===== src/rtl/nib_alu_pkg.sv =====
package nib_alu_pkg;

    parameter int unsigned NIB_W = 4;
    localparam int unsigned CCR_W = 4;
    localparam int unsigned SUM_W = NIB_W + 1;

    typedef logic [NIB_W-1:0] nib_t;
    typedef logic [SUM_W-1:0] sum_t;

    typedef enum logic [3:0] {
        OP_NOP   = 4'd0,
        OP_ADD   = 4'd1,
        OP_ADDC  = 4'd2,
        OP_SUB   = 4'd3,
        OP_SUBB  = 4'd4,
        OP_AND   = 4'd5,
        OP_OR    = 4'd6,
        OP_XOR   = 4'd7,
        OP_NOT   = 4'd8,
        OP_SHL   = 4'd9,
        OP_SHR   = 4'd10,
        OP_ROL   = 4'd11,
        OP_ROR   = 4'd12,
        OP_SETBC = 4'd13,
        OP_TOGB  = 4'd14,
        OP_LDCCR = 4'd15
    } alu_op_e;

    typedef enum logic [2:0] {
        CL_NONE,
        CL_ARITH,
        CL_BOOL,
        CL_SHIFT,
        CL_FLAG
    } op_class_e;

    // bit 0 carry, bit 1 branch, bit 2 interrupt enable, bit 3 reserved
    typedef struct packed {
        logic rsvd;
        logic ie;
        logic br;
        logic cy;
    } ccr_t;

    typedef struct packed {
        nib_t value;
        logic cy;
        logic br;
        logic wr_cy;
        logic wr_br;
    } alu_res_t;

    function automatic op_class_e classify(alu_op_e op);
        case (op)
            OP_ADD, OP_ADDC, OP_SUB, OP_SUBB:  return CL_ARITH;
            OP_AND, OP_OR, OP_XOR, OP_NOT:     return CL_BOOL;
            OP_SHL, OP_SHR, OP_ROL, OP_ROR:    return CL_SHIFT;
            OP_SETBC, OP_TOGB, OP_LDCCR:       return CL_FLAG;
            default:                           return CL_NONE;
        endcase
    endfunction

    function automatic logic is_zero(nib_t v);
        return (v == '0);
    endfunction

endpackage


===== src/rtl/nib_alu_core.sv =====
module nib_alu_core
    import nib_alu_pkg::*;
(
    input  alu_op_e  op,
    input  nib_t     tos,
    input  nib_t     nos,
    input  logic     cy_in,
    output alu_res_t res
);

    sum_t      wide;
    logic      cin_eff;
    op_class_e cls;

    assign cls     = classify(op);
    assign cin_eff = ((op == OP_ADDC) || (op == OP_SUBB)) ? cy_in : 1'b0;

    always_comb begin
        wide = '0;
        if (op == OP_ADD || op == OP_ADDC)
            wide = {1'b0, nos} + {1'b0, tos} + {{NIB_W{1'b0}}, cin_eff};
        else if (op == OP_SUB || op == OP_SUBB)
            wide = {1'b0, nos} - {1'b0, tos} - {{NIB_W{1'b0}}, cin_eff};
    end

    always_comb begin
        res.value = tos;
        res.cy    = cy_in;
        res.br    = 1'b0;
        res.wr_cy = 1'b0;
        res.wr_br = 1'b0;
        case (cls)
            CL_ARITH: begin
                res.value = wide[NIB_W-1:0];
                res.cy    = wide[NIB_W];
                res.br    = is_zero(wide[NIB_W-1:0]);
                res.wr_cy = 1'b1;
                res.wr_br = 1'b1;
            end
            CL_BOOL: begin
                case (op)
                    OP_AND:  res.value = nos & tos;
                    OP_OR:   res.value = nos | tos;
                    OP_XOR:  res.value = nos ^ tos;
                    default: res.value = ~tos;
                endcase
                res.br    = is_zero(res.value);
                res.wr_br = 1'b1;
            end
            CL_SHIFT: begin
                case (op)
                    OP_SHL: begin
                        res.value = {tos[NIB_W-2:0], 1'b0};
                        res.cy    = tos[NIB_W-1];
                    end
                    OP_SHR: begin
                        res.value = {1'b0, tos[NIB_W-1:1]};
                        res.cy    = tos[0];
                    end
                    OP_ROL: begin
                        res.value = {tos[NIB_W-2:0], cy_in};
                        res.cy    = tos[NIB_W-1];
                    end
                    default: begin
                        res.value = {cy_in, tos[NIB_W-1:1]};
                        res.cy    = tos[0];
                    end
                endcase
                res.br    = res.cy;
                res.wr_cy = 1'b1;
                res.wr_br = 1'b1;
            end
            default: ;
        endcase
    end

endmodule


===== src/rtl/nib_ccr.sv =====
module nib_ccr
    import nib_alu_pkg::*;
(
    input  logic     clk,
    input  logic     rst,
    input  logic     exec_en,
    input  alu_op_e  op,
    input  alu_res_t res,
    input  logic [2:0] ld_bits,
    input  logic     ie_set,
    input  logic     ie_clr,
    output ccr_t     ccr
);

    ccr_t ccr_q;
    ccr_t ccr_nxt;

    always_comb begin
        ccr_nxt = ccr_q;
        if (res.wr_cy) ccr_nxt.cy = res.cy;
        if (res.wr_br) ccr_nxt.br = res.br;
        case (op)
            OP_SETBC: begin
                ccr_nxt.cy = 1'b1;
                ccr_nxt.br = 1'b1;
            end
            OP_TOGB:  ccr_nxt.br = ~ccr_q.br;
            OP_LDCCR: begin
                ccr_nxt.cy = ld_bits[0];
                ccr_nxt.br = ld_bits[1];
                ccr_nxt.ie = ld_bits[2];
            end
            default: ;
        endcase
        if (ie_clr)
            ccr_nxt.ie = 1'b0;
        else if (ie_set)
            ccr_nxt.ie = 1'b1;
        ccr_nxt.rsvd = 1'b0;
    end

    always_ff @(posedge clk) begin
        if (rst)
            ccr_q <= '0;
        else if (exec_en)
            ccr_q <= ccr_nxt;
    end

    assign ccr = ccr_q;

    AST_BOOL_KEEPS_CARRY: assert property (@(posedge clk) disable iff (rst)
        (exec_en && classify(op) == CL_BOOL) |=> $stable(ccr_q.cy));

    AST_IE_CLEAR_WINS: assert property (@(posedge clk) disable iff (rst)
        (exec_en && ie_clr) |=> !ccr_q.ie);

    AST_IE_SET_OVER_LOAD: assert property (@(posedge clk) disable iff (rst)
        (exec_en && ie_set && !ie_clr) |=> ccr_q.ie);

    AST_FLAGS_HOLD: assert property (@(posedge clk) disable iff (rst)
        !exec_en |=> $stable(ccr_q));

endmodule


===== src/rtl/nib_stack_alu.sv =====
module nib_stack_alu
    import nib_alu_pkg::*;
(
    input  logic             clk,
    input  logic             rst,
    input  logic             exec_en,
    input  logic [3:0]       opcode,
    input  logic [NIB_W-1:0] tos_in,
    input  logic [NIB_W-1:0] nos_in,
    input  logic             ie_set,
    input  logic             ie_clr,
    input  logic             cond_br,
    output logic [NIB_W-1:0] tos_out,
    output logic [CCR_W-1:0] ccr_out,
    output logic             carry,
    output logic             branch,
    output logic             int_en,
    output logic             jump_taken
);

    alu_op_e  op;
    alu_res_t res;
    ccr_t     flags;
    nib_t     tos_q;

    assign op = alu_op_e'(opcode);

    nib_alu_core u_core (
        .op    (op),
        .tos   (tos_in),
        .nos   (nos_in),
        .cy_in (flags.cy),
        .res   (res)
    );

    nib_ccr u_ccr (
        .clk     (clk),
        .rst     (rst),
        .exec_en (exec_en),
        .op      (op),
        .res     (res),
        .ld_bits (tos_in[2:0]),
        .ie_set  (ie_set),
        .ie_clr  (ie_clr),
        .ccr     (flags)
    );

    always_ff @(posedge clk) begin
        if (rst)
            tos_q <= '0;
        else if (exec_en)
            tos_q <= res.value;
    end

    assign tos_out    = tos_q;
    assign ccr_out    = flags;
    assign carry      = flags.cy;
    assign branch     = flags.br;
    assign int_en     = flags.ie;
    assign jump_taken = cond_br & flags.br;

    AST_ZERO_BRANCH: assert property (@(posedge clk) disable iff (rst)
        (exec_en && (classify(op) == CL_ARITH || classify(op) == CL_BOOL))
        |=> (branch == (tos_out == '0)));

    AST_SHIFT_OUT_CARRY: assert property (@(posedge clk) disable iff (rst)
        (exec_en && (op == OP_SHL || op == OP_ROL))
        |=> (carry == $past(tos_in[NIB_W-1]) && branch == carry));

    AST_TOS_HOLD: assert property (@(posedge clk) disable iff (rst)
        !exec_en |=> $stable(tos_out));

    AST_FLAG_OPS_KEEP_TOS: assert property (@(posedge clk) disable iff (rst)
        (exec_en && classify(op) == CL_FLAG) |=> (tos_out == $past(tos_in)));

endmodule


===== config.mk =====
export PLATFORM = sky130hd
export DESIGN_NAME = nib_stack_alu
export DESIGN_NICKNAME = d
export VERILOG_FILES = /design/src/rtl/nib_alu_pkg.sv /design/src/rtl/nib_alu_core.sv /design/src/rtl/nib_ccr.sv /design/src/rtl/nib_stack_alu.sv
export SDC_FILE = /design/constraint.sdc
export NUM_CORES = 1
export LEC_CHECK = 0
export BUFFER_PORTS_ARGS = -buffer_cell sky130_fd_sc_hd__buf_2
export CAP_MARGIN = 20
export CORE_MARGIN = 2
export CORE_UTILIZATION = 49
export DETAILED_ROUTE_END_ITERATION = 10
export GPL_TIMING_DRIVEN = 0
export PLACE_DENSITY = 0.77
export SKIP_LAST_GASP = 1
export SYNTH_ARGS = -nofsm -noshare
export SYNTH_HDL_FRONTEND = slang
export SYNTH_SLANG_ARGS = --single-unit

===== constraint.sdc =====
create_clock -name clk -period 2.75 [get_ports clk]
set_input_delay 0.1375 -clock clk [delete_from_list [all_inputs] [get_ports clk]]
set_output_delay 0.1375 -clock clk [all_outputs]
set_load 0.03 [all_outputs]

==> run metrics, run 1 <==
CTS tree built; failing checks negative setup slack; placed insts 225; worst-margin pin slew 648 ps; Leakage 0.754 nW; DP Area 1480 um2; Worst setup SP type register; Final Instance Area 1570 um2; DR iter-0 viols 28; Place WS -397 ps; Avg Synthesized Cell Area 7.68 um2; GPL Wtd Cong 0.975; NetSw 0.000214 W; #FFs+latches synth 7; Yosys Warn Count 0; Syn Nets 204; CP endpoint kind register; core area 2480 um2; GR Overflow Total 0; chip width 55.3 um; wire per inst 15.4 um; clk sink count 7; worst hold path type input pin to register; drt drc 0; max_slew headroom 56.7%; Max Clk Rate 363 MHz; fin. max-slew vios 0; hold path start ie_clr; clk slew on worst S/H paths 50 ps; Post-DP HPWL 2770 um; CTS buffer count 3; DR pass1 iterations 4; utilization after layout 63.3%; IO Count 30; Pwr Density 315 nW/um2; Hold Violations, Final 0; CTS root buf clkbuf_4; CTS H-tree lvls 1; Layout area overhead 21.5%; Final ANT Viol Nets 0; final net count 238; total die area 3060 um2; worst-path maximum fanout 3; status finished with violations; Max-cap violations 0; mapped cell area 1290 um2; Cell Int Power 0.000280 W; combinational share of power 56.9%; overall routed net length 3560 um; largest net degree at the start of global routing 16; Final Worst Setup Slack -1.13 ps; Most used DFF post-synth dfxtp_1; post-layout min period 2750 ps; initial antenna violation count 0; Final period util 100%; global-route wire length before repair 5980 um; clock latency on the worst-skew pair 250 ps; CTS Buffer Depth 2; RSZ-0062 raised after global routing yes; commonest non-fill, non-tap cells in the layout buf_2, ha_1, inv_1; Post-CTS Hold Buffers 0; cells after synthesis 168; CP Launch Point u_ccr.ccr[0]; post-synth cell types 50; number of fill cells 239; Worst EP arrival 2940 ps; Fin Hold WS 148 ps; n_diodes 0; die height 55.3 um; reg-to-reg startpoint u_ccr.ccr[0]; layout cell share with drive strength beyond 1 26.9%; via count 1395; Async SR Flop Fraction 0%; switch share 43.3%; fin cells 231; Max VDD drop 0.339 mV; share of power burned in registers 23.6%; post-synthesis sequential area ratio 10.9%; Clock Skew 1.06 ps; Critical Path RT 2940 ps; Setup-failing EPs final 1; vias in the first global route 1321; Post-synth EDFFs 0; crit path kind register to register; commonest non-fill, non-tap cell in the layout buf_2; gr usage total 23.7%; vias per inst 6.04; Starting Density 52.1%; Port-buffer cells 27; num rows 18; Clock power frac 19.5%
synthesized netlist by cell type, drive strengths merged (4+ instances only):
cell type	count	area (um2)
nor2	12	45.0
inv	15	56.3
nand2	6	22.5
buf	7	45.0
ha	15	188
nand3	6	30.0
clkbuf	4	15.0
xor2	5	43.8
o21ai	10	50.1
nand2b	7	43.8
mux2	4	45.0
a21oi	10	50.1
dfxtp	7	140
mux2i	4	40.0
a2bb2oi	4	35.0
a221oi	4	35.0
registers in the layout, summed over array words and instances, names as in the netlist:
signal / cells
tos_out: 4
u_ccr.ccr: 3
through the flow:
step	TNS [ps]	total power (W)
finish	-1.13	0.000494
detailed placement	-1200	0.000382
global route	-240	0.000529
global placement	-987	0.000374
CTS	-20.9	0.000484
floorplan	0	0.000307
worst paths after layout:
path,endpoint,slack [ps],cells after the start
setup / recovery,u_ccr.ccr[1],-1,11
hold / removal,u_ccr.ccr[2],150,3
setup reg to reg,u_ccr.ccr[1],-1,11
hold reg to reg,tos_out[1],490,2
repair_timing:
action,CTS,global route
resized for setup,4,8
pin swaps,6,8
setup endpoints to repair,3,3
endpoints found under the hold margin,0,0
setup buffers,3,0
per-layer routing:
layer	share of wire [%]	vias to the layer above	routed length, um	GRT usage, %
met5	0	-	0	0
met4	2.2	0	78	9.41
met3	6.0	10	213	5.39
met2	48	58	1730	39.6
met1	43	656	1540	29.3
li1	-	671	-	-
critical path, stage by stage (launching register included):
cell and delay [ps]:
dfxtp_4 360, nand3_4 80, inv_2 40, fa_2 570
inv_2 60, ha_4 150, o21a_1 170, or3_4 390
xor2_1 150, a22o_1 230, or4_1 410, o21ai_1 80
cell type report:
type	instances	area [um2]	area share, %
Tap cell	30	37.5	2.39
Sequential cell	7	144	9.18
Multi-Input combinational cell	135	1080	69.0
Clock buffer	4	26.3	1.68
Buffer	10	65.1	4.15
Timing Repair Buffer	30	158	10.1
Inverter	15	56.3	3.59
cells by family after synthesis:
group	share of synthesized area, %
other	0.291
muxes	6.60
AOI/OAI and AO/OA	26.8
and+or+nand+nor	22.5
buffers and inverters	9.02
adders and majority gates	19.2
xor gates and xnor gates	4.75
DFF	10.9
power groups by stage:
stage	Combinational [W]	Clock [W]	Sequential, W
5_1_grt	0.000306	0.000106	0.000118
3_3_place_gp	0.000255	0	0.000119
3_5_place_dp	0.000262	0	0.000120
2_1_floorplan	0.000171	0	0.000136
6_report	0.000281	0.0000961	0.000117
4_1_cts	0.000272	0.0000956	0.000116
No activity file was read; power rests on OpenSTA's default activity.
==> inputs of run 2 (changes only) <==
--- a/config.mk
+++ b/config.mk
@@ -8,10 +8,10 @@
 export BUFFER_PORTS_ARGS = -buffer_cell sky130_fd_sc_hd__buf_2
 export CAP_MARGIN = 20
 export CORE_MARGIN = 2
-export CORE_UTILIZATION = 49
+export CORE_UTILIZATION = 45
 export DETAILED_ROUTE_END_ITERATION = 10
 export GPL_TIMING_DRIVEN = 0
-export PLACE_DENSITY = 0.77
+export PLACE_DENSITY = 0.71
 export SKIP_LAST_GASP = 1
 export SYNTH_ARGS = -nofsm -noshare
 export SYNTH_HDL_FRONTEND = slang
==> run 2 against run 1 <==
The run now ends clean; routed wire length is 1.0% higher; global-route usage is 0.99 points lower; die area is 8.2% higher; critical endpoint unchanged.
==> run metrics, run 2 (same netlist as run 1, synthesis figures left out) <==
reg-to-reg endpoint u_ccr.ccr[1]; Post-DP HPWL 2790 um; CP top delay family simple AND/OR/NAND/NOR gates; clk sink count 7; CTS tree built; crit path kind register to register; CTS H-tree lvls 1; Clock Skew 0.363 ps; drt drc 0; Reg2Reg Depth 11; number of cells on the critical path 11; Critical Path RT 2930 ps; core area 2730 um2; fin cells 231; die height 57.5 um; initial antenna violation count 0; Starting Density 47.2%; Pwr Total 0.000488 W; GPL Wtd Cong 0.857; wire per inst 15.6 um; GR Overflow Total 0; Worst EP arrival 2900 ps; clk slew on worst S/H paths 50 ps; vias in the first global route 1366; Leakage 0.751 nW; commonest non-fill, non-tap cells in the layout buf_2, ha_1, inv_1; Crit path top cell by count inv_2; Hold Violations, Final 0; IO Count 30; worst reg2reg setup slack 40 ps; Max VDD drop 0.419 mV; DP Area 1480 um2; number of fill cells 272; worst-path maximum fanout 3; layout cell share with drive strength beyond 1 26.0%; clock latency on the worst-skew pair 250 ps; commonest non-fill, non-tap cell in the layout buf_2; Final period util 98.6%; CTS buffer count 3; via count 1379; max incr delay on CP 560 ps; DR pass1 iterations 4; overall routed net length 3600 um; post-layout min period 2710 ps; Final Instance Area 1570 um2; global-route wire length before repair 6070 um; gr usage total 22.7%; WHS Path Cells 3; DR iter-0 viols 58; max_slew headroom 56.0%; Worst setup SP type register; Final ANT Viol Nets 0; Setup-failing EPs final 0; num rows 19; Pwr Density 311 nW/um2; final net count 237; Worst Path Buf+Inv 2; fin. max-slew vios 0; placed insts 226; worst hold path type input pin to register; total die area 3310 um2; reg-to-reg startpoint u_ccr.ccr[0]; Post-CTS Hold Buffers 0; CTS Buffer Depth 2; status finished, final reports clean; Critical Path, Cell by Cell nand3_4 -> inv_2 -> fa_2 -> inv_2 -> ha_4 -> o21a_1 -> or3_4 -> xor2_1 -> a22o_1 -> or4_1 -> o21ai_1; number of flip-flops in the largest register 4; hold worst-path end u_ccr.ccr[2]; Layout area overhead 21.8%; worst-margin pin slew 658 ps; Max Clk Rate 369 MHz; largest net degree at the start of global routing 16; n_diodes 0; CP endpoint kind register; hold path start ie_clr; CTS root buf clkbuf_4; slowest CP cell fa_2; Reg area 144 um2; vias per inst 5.97; Port-buffer cells 27; footprint of the multi-input gates 1090 um2; chip width 57.5 um; RSZ-0062 raised after global routing yes; Max-cap violations 0
-- run 2: cell types whose count changed in the layout (fill, tap and decap cells not counted), sizes merged --
| cell | previous run | this run |
|---|---|---|
| clkbuf | 8 | 9 |
| buf | 36 | 34 |
-- run 2: worst reg2reg max path: stages, from the launching register on --
cell     delay [ps]
dfxtp_4         350
nand3_4          90
inv_2            40
fa_2            560
inv_2            60
ha_4            150
o21a_1          190
or3_4           340
xor2_1          150
a22o_1          230
or4_1           410
o21ai_1          80
-- run 2: final cells by class --
| cell class | count | area share (%) |
|---|---|---|
| Inverter | 15 | 3.58 |
| Timing Repair Buffer | 29 | 9.71 |
| Clock buffer | 4 | 1.67 |
| Sequential cell | 7 | 9.16 |
| Buffer | 10 | 4.14 |
| Tap cell | 31 | 2.47 |
| Multi-Input combinational cell | 135 | 69.3 |
-- run 2: per-layer routing --
| metal | share of wire, % | global-route usage, % |
|---|---|---|
| met1 | 45 | 31.1 |
| met2 | 50 | 40.4 |
| met3 | 4.4 | 2.04 |
| met4 | 0.47 | 1.33 |
| met5 | 0 | 0 |
-- run 2: power breakdown --
group	total (W)	internal, W	switching [W]	leakage [nW]
combinational	0.000278	0.000113	0.000165	0.677
clock	0.0000936	0.0000554	0.0000382	0.0150
sequential	0.000117	0.000110	0.00000629	0.0585
total	0.000488	0.000278	0.000210	0.751
-- run 2: worst max path at each step --
stage,startpoint,end
floorplan,opcode[2],u_ccr.ccr[1]
global placement,opcode[1],u_ccr.ccr[0]
detailed placement,opcode[1],u_ccr.ccr[0]
CTS,u_ccr.ccr[0],u_ccr.ccr[1]
global route,u_ccr.ccr[0],u_ccr.ccr[1]
finish,u_ccr.ccr[0],u_ccr.ccr[1]
-- run 2: timing repair --
action	CTS	global route
buffers inserted	2	0
pin swaps	5	1
gates cloned	0	0
gates resized for setup	5	8
setup endpoints to repair	3	4
-- run 2: stage by stage --
| stage | setup WS [ps] | setup TNS (ps) | utilization (%) | hold slack, ps |
|---|---|---|---|---|
| 5_1_grt | -36.3 | -39.2 | 57.5 | 192 |
| 6_report | 37.8 | 0 | 57.5 | 192 |
| 3_3_place_gp | -377 | -1060 | 54.2 | 407 |
| 2_1_floorplan | 10.4 | 0 | - | 319 |
| 3_5_place_dp | -413 | -1190 | 54.2 | 439 |
| 4_1_cts | 8.65 | 0 | 55.9 | 175 |
==> inputs of run 3 (changes only) <==
--- a/config.mk
+++ b/config.mk
@@ -11,7 +11,7 @@
 export CORE_UTILIZATION = 45
 export DETAILED_ROUTE_END_ITERATION = 10
 export GPL_TIMING_DRIVEN = 0
-export PLACE_DENSITY = 0.71
+export PLACE_DENSITY = 0.69
 export SKIP_LAST_GASP = 1
 export SYNTH_ARGS = -nofsm -noshare
 export SYNTH_HDL_FRONTEND = slang
==> constraint.sdc (replaced) <==
create_clock -name clk -period 3.2 [get_ports clk]
set_input_delay 0.16 -clock clk [delete_from_list [all_inputs] [get_ports clk]]
set_output_delay 0.16 -clock clk [all_outputs]
set_load 0.03 [all_outputs]
==> run 3 against run 2 <==
Sequential share of layout area grew 0.29 points; critical path type unchanged; clock power shrank 11%; via count shrank 2.7%.
==> run metrics, run 3 (same netlist as run 1, synthesis figures left out) <==
Max Clk Rate 334 MHz; GPL Wtd Cong 0.813; utilization after layout 54.3%; CTS buffer count 3; Cell Int Power 0.000233 W; total die area 3310 um2; worst-path maximum fanout 6; commonest non-fill, non-tap cells in the layout buf_2, inv_1, ha_1; IO Count 30; initial antenna violation count 0; Worst setup SP type register; CP endpoint kind register; vias per inst 5.89; final net count 234; clk slew on worst S/H paths 60 ps; Post-DP HPWL 2650 um; CTS H-tree lvls 1; Clock Skew 8.37 ps; combinational share of power 54.8%; commonest non-fill, non-tap cell in the layout buf_2; DR pass1 iterations 4; Final period util 93.5%; clk sink count 7; wire per inst 14.8 um; Final Instance Area 1480 um2; Critical Path, Cell by Cell nand3_1 -> inv_1 -> fa_2 -> inv_1 -> ha_1 -> o21a_1 -> or3_4 -> xor2_1 -> a22o_1 -> or4_1 -> o21ai_0; number of flip-flops in the largest register 4; share of power burned in registers 24.7%; CTS root buf clkbuf_4; Layout area overhead 15.0%; Max VDD drop 0.249 mV; NetSw 0.000175 W; num rows 19; DP Area 1460 um2; largest net degree at the start of global routing 11; Critical Path RT 3390 ps; CTS Buffer Depth 2; drt drc 0; gr usage total 22.1%; layout cell share with drive strength beyond 1 20.8%; Starting Density 47.2%; Port-buffer cells 27; Final ANT Viol Nets 0; GR Overflow Total 0; RSZ-0062 raised after global routing no; Fin Hold WS 164 ps; switch share 43.0%; Pwr Total 0.000408 W; crit path kind register to register; max_slew headroom 61.2%; worst-margin pin slew 580 ps; Leakage 0.729 nW; vias in the first global route 1286; slowest CP cell fa_2; die height 57.5 um; overall routed net length 3380 um; Place WS -149 ps; DR iter-0 viols 93; clock latency on the worst-skew pair 260 ps; Hold Violations, Final 0; Final Worst Setup Slack 208 ps; core area 2730 um2; worst hold path type input pin to register; n_diodes 0; Pwr Density 275 nW/um2; via count 1342; fin. max-slew vios 0; chip width 57.5 um; Max-cap violations 0; status finished, final reports clean; post-layout min period 2990 ps; Worst EP arrival 3190 ps; max incr delay on CP 560 ps; Clock power frac 20.5%; Setup-failing EPs final 0; global-route wire length before repair 5770 um; CTS tree built; Crit path top cell by count inv_1; number of fill cells 272
run 3: final cells by class:
class	count	area (um2)	share of cell area (%)
multi-input cells	135	1040	69.8
flip-flops and latches	7	140	9.44
repair buffers	27	135	9.11
inverters	15	56.3	3.79
plain buffers	9	51.3	3.46
well taps	31	38.8	2.61
clock buffers	4	26.3	1.77
run 3: through the flow:
step / cells / TNS (ps)
2_1_floorplan: 168 / 0
3_3_place_gp: 226 / -109
3_5_place_dp: 226 / -184
4_1_cts: 230 / 0
5_1_grt: 228 / 0
6_report: 228 / 0
run 3: worst paths after layout:
path,from,to,slack [ps],cells after the start
setup reg to reg,u_ccr.ccr[0],u_ccr.ccr[1],210,11
setup / recovery,u_ccr.ccr[0],u_ccr.ccr[1],210,11
hold / removal,ie_clr,u_ccr.ccr[2],160,3
hold reg to reg,tos_out[1],tos_out[1],480,2
run 3: worst max-delay path: cells and delay by family, from the launching register on:
family	cells	cell delay [ps]
simple gates	3	990
fa+ha+maj	2	740
compound gates	3	550
flops	1	370
xor+xnor	1	160
buf+inv	2	110
run 3: what timing repair did:
action,in CTS,in global routing
buffers inserted,0,0
hold buffers,0,0
resized for setup,0,1
setup endpoints to repair,0,2
run 3: power by group through the flow:
| stage | clock network (W) | registers (W) | logic, W |
|---|---|---|---|
| finish | 0.0000836 | 0.000101 | 0.000224 |
| global route | 0.0000893 | 0.000102 | 0.000248 |
| CTS | 0.0000861 | 0.000101 | 0.000223 |
| detailed placement | 0 | 0.000102 | 0.000222 |
| global placement | 0 | 0.000102 | 0.000218 |
| floorplan | 0 | 0.000117 | 0.000144 |
run 3: per-layer routing:
metal  vias up  track usage, %  routed length [um]
met5         -               0                   0
met4         0            5.65                  21
met3         5            4.08                 255
met2        53            36.4                1630
met1       622            29.7                1480
li1        662               -                   -
